### src/rtl/bse_pkg.sv
package bse_pkg;

  typedef enum logic [1:0] {
    ACC_BYTE = 2'd0,
    ACC_HALF = 2'd1,
    ACC_WORD = 2'd2,
    ACC_RSVD = 2'd3
  } acc_size_e;

  // Number of byte lanes touched by an access of the given width code.
  function automatic logic [2:0] lane_count(input logic [1:0] sz);
    case (acc_size_e'(sz))
      ACC_BYTE: return 3'd1;
      ACC_HALF: return 3'd2;
      default:  return 3'd4;
    endcase
  endfunction

endpackage

### src/rtl/bse_rx_buf.sv
module bse_rx_buf #(
  parameter int DEPTH = 32
) (
  input  logic                       clk,
  input  logic                       rst_n,
  input  logic                       clr,
  input  logic                       push,
  input  logic [7:0]                 push_data,
  input  logic                       pop_en,
  input  logic [2:0]                 pop_lanes,
  output logic [$clog2(DEPTH):0]     level,
  output logic [31:0]                rd_word
);
  localparam int AW = $clog2(DEPTH);
  localparam int LW = AW + 1;

  logic [7:0]    mem [DEPTH];
  logic [AW-1:0] rd_ptr;
  logic [LW-1:0] take;
  logic [AW-1:0] wr_idx;

  assign wr_idx = rd_ptr + level[AW-1:0];

  // Bytes actually popped: the request, limited by what is held.
  always_comb begin
    take = '0;
    if (pop_en) take = (LW'(pop_lanes) > level) ? level : LW'(pop_lanes);
  end

  // Oldest byte lands in the highest used lane.
  always_comb begin
    rd_word = '0;
    for (int i = 0; i < 4; i++) begin
      if (LW'(i) < take)
        rd_word[8*(int'(pop_lanes)-1-i) +: 8] = mem[rd_ptr + AW'(i)];
    end
  end

  always_ff @(posedge clk) begin
    if (push && !clr) mem[wr_idx] <= push_data;
  end

  always_ff @(posedge clk) begin
    if (!rst_n) begin
      rd_ptr <= '0;
      level  <= '0;
    end else if (clr) begin
      level <= '0;
    end else begin
      rd_ptr <= rd_ptr + take[AW-1:0];
      level  <= level + LW'(push) - take;
    end
  end

endmodule

### src/rtl/bse_tx_buf.sv
module bse_tx_buf #(
  parameter int DEPTH = 32
) (
  input  logic                       clk,
  input  logic                       rst_n,
  input  logic                       clr,
  input  logic                       flush,
  input  logic                       push_en,
  input  logic [2:0]                 push_lanes,
  input  logic [31:0]                push_word,
  input  logic                       pop,
  output logic [$clog2(DEPTH):0]     level,
  output logic [7:0]                 head
);
  localparam int AW = $clog2(DEPTH);
  localparam int LW = AW + 1;

  logic [7:0]    mem [2*DEPTH];
  logic          bank;
  logic [AW-1:0] rd_ptr;
  logic [LW-1:0] space;
  logic [LW-1:0] take;
  logic [AW-1:0] wr_base;

  assign space   = LW'(DEPTH) - level;
  assign wr_base = rd_ptr + level[AW-1:0];
  assign head    = mem[{bank, rd_ptr}];

  // Bytes accepted: the request, limited by free space; surplus is dropped.
  always_comb begin
    take = '0;
    if (push_en) take = (LW'(push_lanes) > space) ? space : LW'(push_lanes);
  end

  // Highest used lane is queued first.
  always_ff @(posedge clk) begin
    if (!clr && !flush) begin
      for (int i = 0; i < 4; i++) begin
        if (LW'(i) < take)
          mem[{bank, wr_base + AW'(i)}] <= push_word[8*(int'(push_lanes)-1-i) +: 8];
      end
    end
  end

  always_ff @(posedge clk) begin
    if (!rst_n) begin
      bank   <= 1'b0;
      rd_ptr <= '0;
      level  <= '0;
    end else if (flush) begin
      bank  <= ~bank;
      level <= '0;
    end else if (clr) begin
      level <= '0;
    end else begin
      rd_ptr <= rd_ptr + AW'(pop);
      level  <= level + take - LW'(pop);
    end
  end

endmodule

### src/rtl/bse_ctrl.sv
module bse_ctrl #(
  parameter int REM_W = 28
) (
  input  logic             clk,
  input  logic             rst_n,
  input  logic             start,
  input  logic             dir_in,
  input  logic [REM_W-1:0] total,
  input  logic             abort,
  input  logic             byte_fire,
  input  logic             rx_fire,
  input  logic             cpu_rd,
  input  logic             cpu_wr,
  input  logic             tx_empty,
  output logic             busy,
  output logic             dir_wr,
  output logic             rem_nz,
  output logic             finish_evt,
  output logic             data_done,
  output logic             prog_done,
  output logic             rx_req,
  output logic             tx_req
);
  logic [REM_W-1:0] remaining;

  assign rem_nz     = (remaining != '0);
  assign finish_evt = busy && !abort &&
                      (!rem_nz || (byte_fire && remaining == REM_W'(1)));

  always_ff @(posedge clk) begin
    if (!rst_n) begin
      busy      <= 1'b0;
      dir_wr    <= 1'b0;
      remaining <= '0;
      data_done <= 1'b0;
      prog_done <= 1'b0;
    end else if (abort) begin
      busy <= 1'b0;
    end else if (start) begin
      busy      <= 1'b1;
      dir_wr    <= dir_in;
      remaining <= total;
      data_done <= 1'b0;
      prog_done <= 1'b0;
    end else begin
      if (byte_fire) remaining <= remaining - REM_W'(1);
      if (finish_evt) begin
        busy      <= 1'b0;
        data_done <= 1'b1;
        if (dir_wr) prog_done <= 1'b1;
      end
    end
  end

  always_ff @(posedge clk) begin
    if (!rst_n || (start && !abort)) rx_req <= 1'b0;
    else if (rx_fire)                rx_req <= 1'b1;
    else if (cpu_rd)                 rx_req <= 1'b0;
  end

  always_ff @(posedge clk) begin
    if (!rst_n || (start && !abort))                     tx_req <= 1'b0;
    else if (cpu_wr)                                     tx_req <= 1'b0;
    else if (busy && dir_wr && rem_nz && tx_empty)       tx_req <= 1'b1;
  end

endmodule

### src/rtl/bse_engine.sv
module bse_engine
  import bse_pkg::*;
#(
  parameter int LEN_W = 12,
  parameter int CNT_W = 16,
  parameter int DEPTH = 32
) (
  input  logic        clk,
  input  logic        rst_n,
  input  logic        cfg_len_we,
  input  logic        cfg_cnt_we,
  input  logic        cfg_flush_we,
  input  logic [31:0] cfg_wdata,
  input  logic        xfer_start,
  input  logic        xfer_dir_wr,
  input  logic        clk_stop,
  input  logic        cpu_rd,
  input  logic        cpu_wr,
  input  logic [1:0]  cpu_size,
  input  logic [31:0] cpu_wdata,
  output logic [31:0] cpu_rdata,
  output logic [7:0]  card_tx_data,
  output logic        card_tx_valid,
  input  logic        card_tx_ready,
  input  logic [7:0]  card_rx_data,
  input  logic        card_rx_valid,
  output logic        card_rx_ready,
  output logic        busy,
  output logic        rx_req,
  output logic        tx_req,
  output logic        data_done,
  output logic        prog_done,
  output logic [15:0] blks_rem
);
  localparam int REM_W = LEN_W + CNT_W;
  localparam int LVL_W = $clog2(DEPTH) + 1;

  function automatic logic [REM_W-1:0] total_bytes(input logic [LEN_W-1:0] l,
                                                   input logic [CNT_W-1:0] c);
    return REM_W'(l) * REM_W'(c);
  endfunction

  logic [LEN_W-1:0] blk_len;
  logic [CNT_W-1:0] blk_cnt;
  logic             unused_cfg_hi;
  logic [LVL_W-1:0] rx_level;
  logic [LVL_W-1:0] tx_level;
  logic [31:0]      rx_word;
  logic [2:0]       lanes;
  logic             dir_wr;
  logic             rem_nz;
  logic             finish_evt;
  logic             tx_fire;
  logic             rx_fire;
  logic             byte_fire;
  logic             flush_evt;
  logic             start_evt;

  assign unused_cfg_hi = ^cfg_wdata[31:CNT_W];
  assign lanes         = lane_count(cpu_size);
  assign flush_evt     = cfg_flush_we && cfg_wdata[0];
  assign start_evt     = xfer_start && !clk_stop;

  always_ff @(posedge clk) begin
    if (!rst_n) begin
      blk_len <= '0;
      blk_cnt <= '0;
    end else begin
      if (cfg_len_we) blk_len <= cfg_wdata[LEN_W-1:0];
      if (cfg_cnt_we) blk_cnt <= cfg_wdata[CNT_W-1:0];
    end
  end

  assign blks_rem = 16'(blk_cnt);

  // Card-side handshakes.
  assign card_tx_valid = busy && dir_wr && rem_nz && !clk_stop && (tx_level != '0);
  assign card_rx_ready = busy && !dir_wr && rem_nz && !clk_stop &&
                         (rx_level < LVL_W'(DEPTH));
  assign tx_fire       = card_tx_valid && card_tx_ready;
  assign rx_fire       = card_rx_valid && card_rx_ready;
  assign byte_fire     = tx_fire || rx_fire;

  assign cpu_rdata = cpu_rd ? rx_word : '0;

  bse_rx_buf #(.DEPTH(DEPTH)) u_rx (
    .clk       (clk),
    .rst_n     (rst_n),
    .clr       (start_evt),
    .push      (rx_fire),
    .push_data (card_rx_data),
    .pop_en    (cpu_rd),
    .pop_lanes (lanes),
    .level     (rx_level),
    .rd_word   (rx_word)
  );

  bse_tx_buf #(.DEPTH(DEPTH)) u_tx (
    .clk        (clk),
    .rst_n      (rst_n),
    .clr        (start_evt),
    .flush      (flush_evt),
    .push_en    (cpu_wr),
    .push_lanes (lanes),
    .push_word  (cpu_wdata),
    .pop        (tx_fire),
    .level      (tx_level),
    .head       (card_tx_data)
  );

  bse_ctrl #(.REM_W(REM_W)) u_ctrl (
    .clk        (clk),
    .rst_n      (rst_n),
    .start      (xfer_start),
    .dir_in     (xfer_dir_wr),
    .total      (total_bytes(blk_len, blk_cnt)),
    .abort      (clk_stop),
    .byte_fire  (byte_fire),
    .rx_fire    (rx_fire),
    .cpu_rd     (cpu_rd),
    .cpu_wr     (cpu_wr),
    .tx_empty   (tx_level == '0),
    .busy       (busy),
    .dir_wr     (dir_wr),
    .rem_nz     (rem_nz),
    .finish_evt (finish_evt),
    .data_done  (data_done),
    .prog_done  (prog_done),
    .rx_req     (rx_req),
    .tx_req     (tx_req)
  );

endmodule

### config.mk
export PLATFORM = sky130hd
export DESIGN_NAME = bse_engine
export DESIGN_NICKNAME = d
export VERILOG_FILES = /design/src/rtl/bse_pkg.sv /design/src/rtl/bse_rx_buf.sv /design/src/rtl/bse_tx_buf.sv /design/src/rtl/bse_ctrl.sv /design/src/rtl/bse_engine.sv
export SDC_FILE = /design/constraint.sdc
export NUM_CORES = 2
export LEC_CHECK = 0
export CAP_MARGIN = 40
export CORE_MARGIN = 2
export CORE_UTILIZATION = 27
export CTS_CLUSTER_DIAMETER = 60
export CTS_CLUSTER_SIZE = 16
export DETAILED_ROUTE_END_ITERATION = 16
export PLACE_DENSITY = 0.49
export REMOVE_ABC_BUFFERS = 1
export SLEW_MARGIN = 20
export SYNTH_ARGS = -nofsm -noshare
export SYNTH_HDL_FRONTEND = slang
export SYNTH_SLANG_ARGS = --single-unit
### constraint.sdc
create_clock -name clk -period 10.4 [get_ports clk]
set_input_delay 3.12 -clock clk [delete_from_list [all_inputs] [get_ports clk]]
set_output_delay 3.12 -clock clk [all_outputs]
set_load 0.02 [all_outputs]
==> impl_metrics.ini <==
[die]
dieArea_um2 = 234000
die_h_um = 484
rows = 176
die_w_um = 484
initial_utilization_pct = 27.1
ios = 149
core_area_um2 = 229000

[critical_path]
crit_slowest_cell = or4_1
crit_required_ps = 7280
path_cells = clkdlybuf4s50_1 -> buf_4 -> nand2_1 -> inv_1 -> ha_1 -> nor2b_1 -> o21ai_0 -> a21oi_1 -> mux2i_1 -> nand2_1 -> or4_1 -> o221ai_1 -> clkdlybuf4s50_1
arrival_ps = 6860
cpPeakStageDelay_ps = 790
critical_path_class = input pin to output pin
crit_buf_inv = 4
cp-end-kind = output pin
critical_path.top_delay_family = buffers and inverters
start_kind = input pin
crit_fanout = 8

[timing]
period_needed_ps = 9980
period_share_pct = 96.0
slew_violations = 0
tightest_slew_ps = 1030
maxSlewHeadroom_pct = 31.1
hold_viol_final = 0
finalSetupViolCount = 0
fin_worst_skew_ps = 50.1
rsz0062_at_grt = false
fmax_mhz = 100

[clocking]
cts_buffers = 100
postCtsHoldBufs = 0
insertion_delay_ps = 770
h-tree-depth = 3
cts_tree = done
cts_sinks = 858
post-cts-setup-buffers = 0
cts_resized = 0
clk_pin_slew_ps = 60
root_buffer = clkbuf_16
cts_buffer_depth = 3

[global_route]
grt_overflow = 0
grt_max_degree = 77
grt_pass1_wl_um = 403000
antenna_found_initial = 28
grt_pass1_vias = 52000
track_usage_pct = 23.8

[yosys]
synth_edf_count = 768
synth_top_cell_by_area = edfxtp_1
yosys_warnings = 0
synth_area_um2 = 62100
synthTopCellsByArea = edfxtp_1, mux4_2, o221ai_1, fa_1, nand2_1
synth_cells = 5180
synth-async-reset-ratio_pct = 0
synth_seq_area_share_pct = 40.0
syn-mean-instance-area_um2 = 12.0
synth.top_cell.area_share_pct = 37.1
synth-seq-cells = 858
synth_flop_cell = edfxtp_1
synth_cell_type_count = 84

[power]
cellLeakagePower_uw = 0.0233
sw_frac_of_total_pct = 36.1
p_int_uw = 7340
vdd_drop_max_uv = 158
power.total_uw = 11500
seq_power_share_pct = 35.3
comb_power_share_pct = 32.2
power_frac_clock_pct = 32.5
power_density_nw_per_um2 = 158
p_switching_uw = 4150

[finish]
instances_no_fill = 8377
fillCellCount = 23000
post-route-util_pct = 31.6
fin_nets = 5614
area_growth_pct = 16.8
layout-drive-gt1-share_pct = 21.6

[detailed_routing]
wl_um = 288000
drt_first_pass_iters = 10
via_per_inst = 6.49
wl_per_cell_um = 34.4
route.detailed.drc = 0
drt_iter0_drc = 8917
vias = 54400
ant_nets = 0

[placement]
numPlacedInstances = 8143
dpl.hpwl_um = 200000
gp_congestion = 1.02
io_buffers = 132

[run]
drv_cap = 0

[hold_path]
hold_path.class = register to register

[outcome]
status = completed
## layout by cell type (no fill, tap or decap), types with 24 or more instances in the layout
master,Yosys,final
xnor2_1,42,39
mux4_2,488,488
o221ai_1,803,803
clkbuf_16,0,102
o21a_1,25,25
buf_8,0,45
a221o_1,30,30
mux2i_1,80,79
fa_1,145,145
dfxtp_1,90,81
clkdlybuf4s50_1,0,123
nor3_1,89,84
nand2_1,507,490
nand3_1,69,69
o211ai_1,56,56
ha_1,121,120
nor2_1,167,147
buf_2,30,36
nor2b_1,45,44
o21ai_0,133,132
xor2_1,30,28
a21oi_1,87,86
buf_4,5,213
o22ai_1,95,95
inv_1,217,217
and2_1,122,114
edfxtp_1,768,768
inv_6,0,24
a22oi_1,134,134
## worst paths after layout
kind                 startpoint                   end  slack (ps)  cells past startpoint
hold reg to reg   u_ctrl.rx_req         u_ctrl.rx_req         470                      2
hold / removal    u_ctrl.rx_req         u_ctrl.rx_req         470                      2
setup / recovery    cpu_size[0]         cpu_rdata[27]         420                     13
setup reg to reg    blk_len[11]  u_ctrl.remaining[24]        4140                     19
## routing by layer
layer / GRT usage (%) / up-vias / wire length (um)
li1: - / 21700 / -
met1: 29.7 / 27400 / 106000
met2: 36.7 / 4259 / 128000
met3: 7.27 / 961 / 34700
met4: 12.7 / 30 / 19000
met5: 0.286 / - / 256
## state kept, by name, indices dropped and copies added (netlist names), 5 cells and up, named ones only
register / count
u_rx.level: 6
blk_len: 12
u_tx.mem: 512
u_ctrl.remaining: 28
u_rx.mem: 256
u_tx.level: 6
u_rx.rd_ptr: 5
blks_rem: 16
u_tx.rd_ptr: 5
## logic make-up after synthesis
| logic type | share of synthesized area [%] |
|---|---|
| AOI/OAI and AO/OA | 19.5 |
| DFF | 40.0 |
| other | 0.0121 |
| xor gates and xnor gates | 1.09 |
| buffers and inverters | 4.53 |
| adders and majority gates | 7.11 |
| muxes | 19.1 |
| and+or+nand+nor | 8.60 |
## cell type report
| class | instances | area, um2 | area share [%] |
|---|---|---|---|
| Timing Repair Buffer | 491 | 4880 | 6.73 |
| Tap cell | 3026 | 3790 | 5.22 |
| Clock inverter | 70 | 778 | 1.07 |
| Multi-Input combinational cell | 3593 | 34800 | 47.9 |
| Clock buffer | 113 | 2600 | 3.59 |
| Inverter | 218 | 818 | 1.13 |
| Antenna cell | 8 | 20.0 | 0.0276 |
| Sequential cell | 858 | 24900 | 34.3 |
## stage by stage
step	hold slack, ps	cell area, um2	TNS [ps]	setup WS (ps)
floorplan	518	60100	-178950	-5410
detailed placement	462	68700	0	456
CTS	470	72100	0	451
global placement	466	67200	0	129
global route	495	72500	0	242
finish	470	72500	0	418
## cells in the mapped netlist, drive strengths merged, types with 5 or more instances
cell type  count
a2111oi        5
a211o          5
a211oi        30
a21boi         8
a21o          17
a21oi         88
a221o         30
a221oi        20
a22o           5
a22oi        138
a31oi         16
and2         124
and3          21
buf          124
clkbuf       390
dfxtp         90
edfxtp       768
fa           145
ha           121
inv          217
mux2           6
mux2i         80
mux4         488
nand2        507
nand2b        17
nand3         69
nand4         12
nor2         168
nor2b         45
nor3         101
nor3b          7
nor4          19
o211ai        56
o21a          25
o21ai        134
o221ai       803
o22a          13
o22ai         96
o2bb2ai        9
o31ai          6
or2           15
or3           18
or4            8
xnor2         42
xor2          30
## power by group through the flow
stage,clock (uW),sequential (uW),combinational (uW)
2_1_floorplan,0,4130,2170
3_3_place_gp,0,4140,3440
3_5_place_dp,0,4130,3550
4_1_cts,3780,4050,3570
5_1_grt,3910,4060,3860
6_report,3730,4050,3700
## tightest hold or removal path, cell delays in order (launching register included)
cell      delay [ps]
dfxtp_1          300
nand2b_1          60
a21oi_1           60
Power figures use the tool's default switching activity.
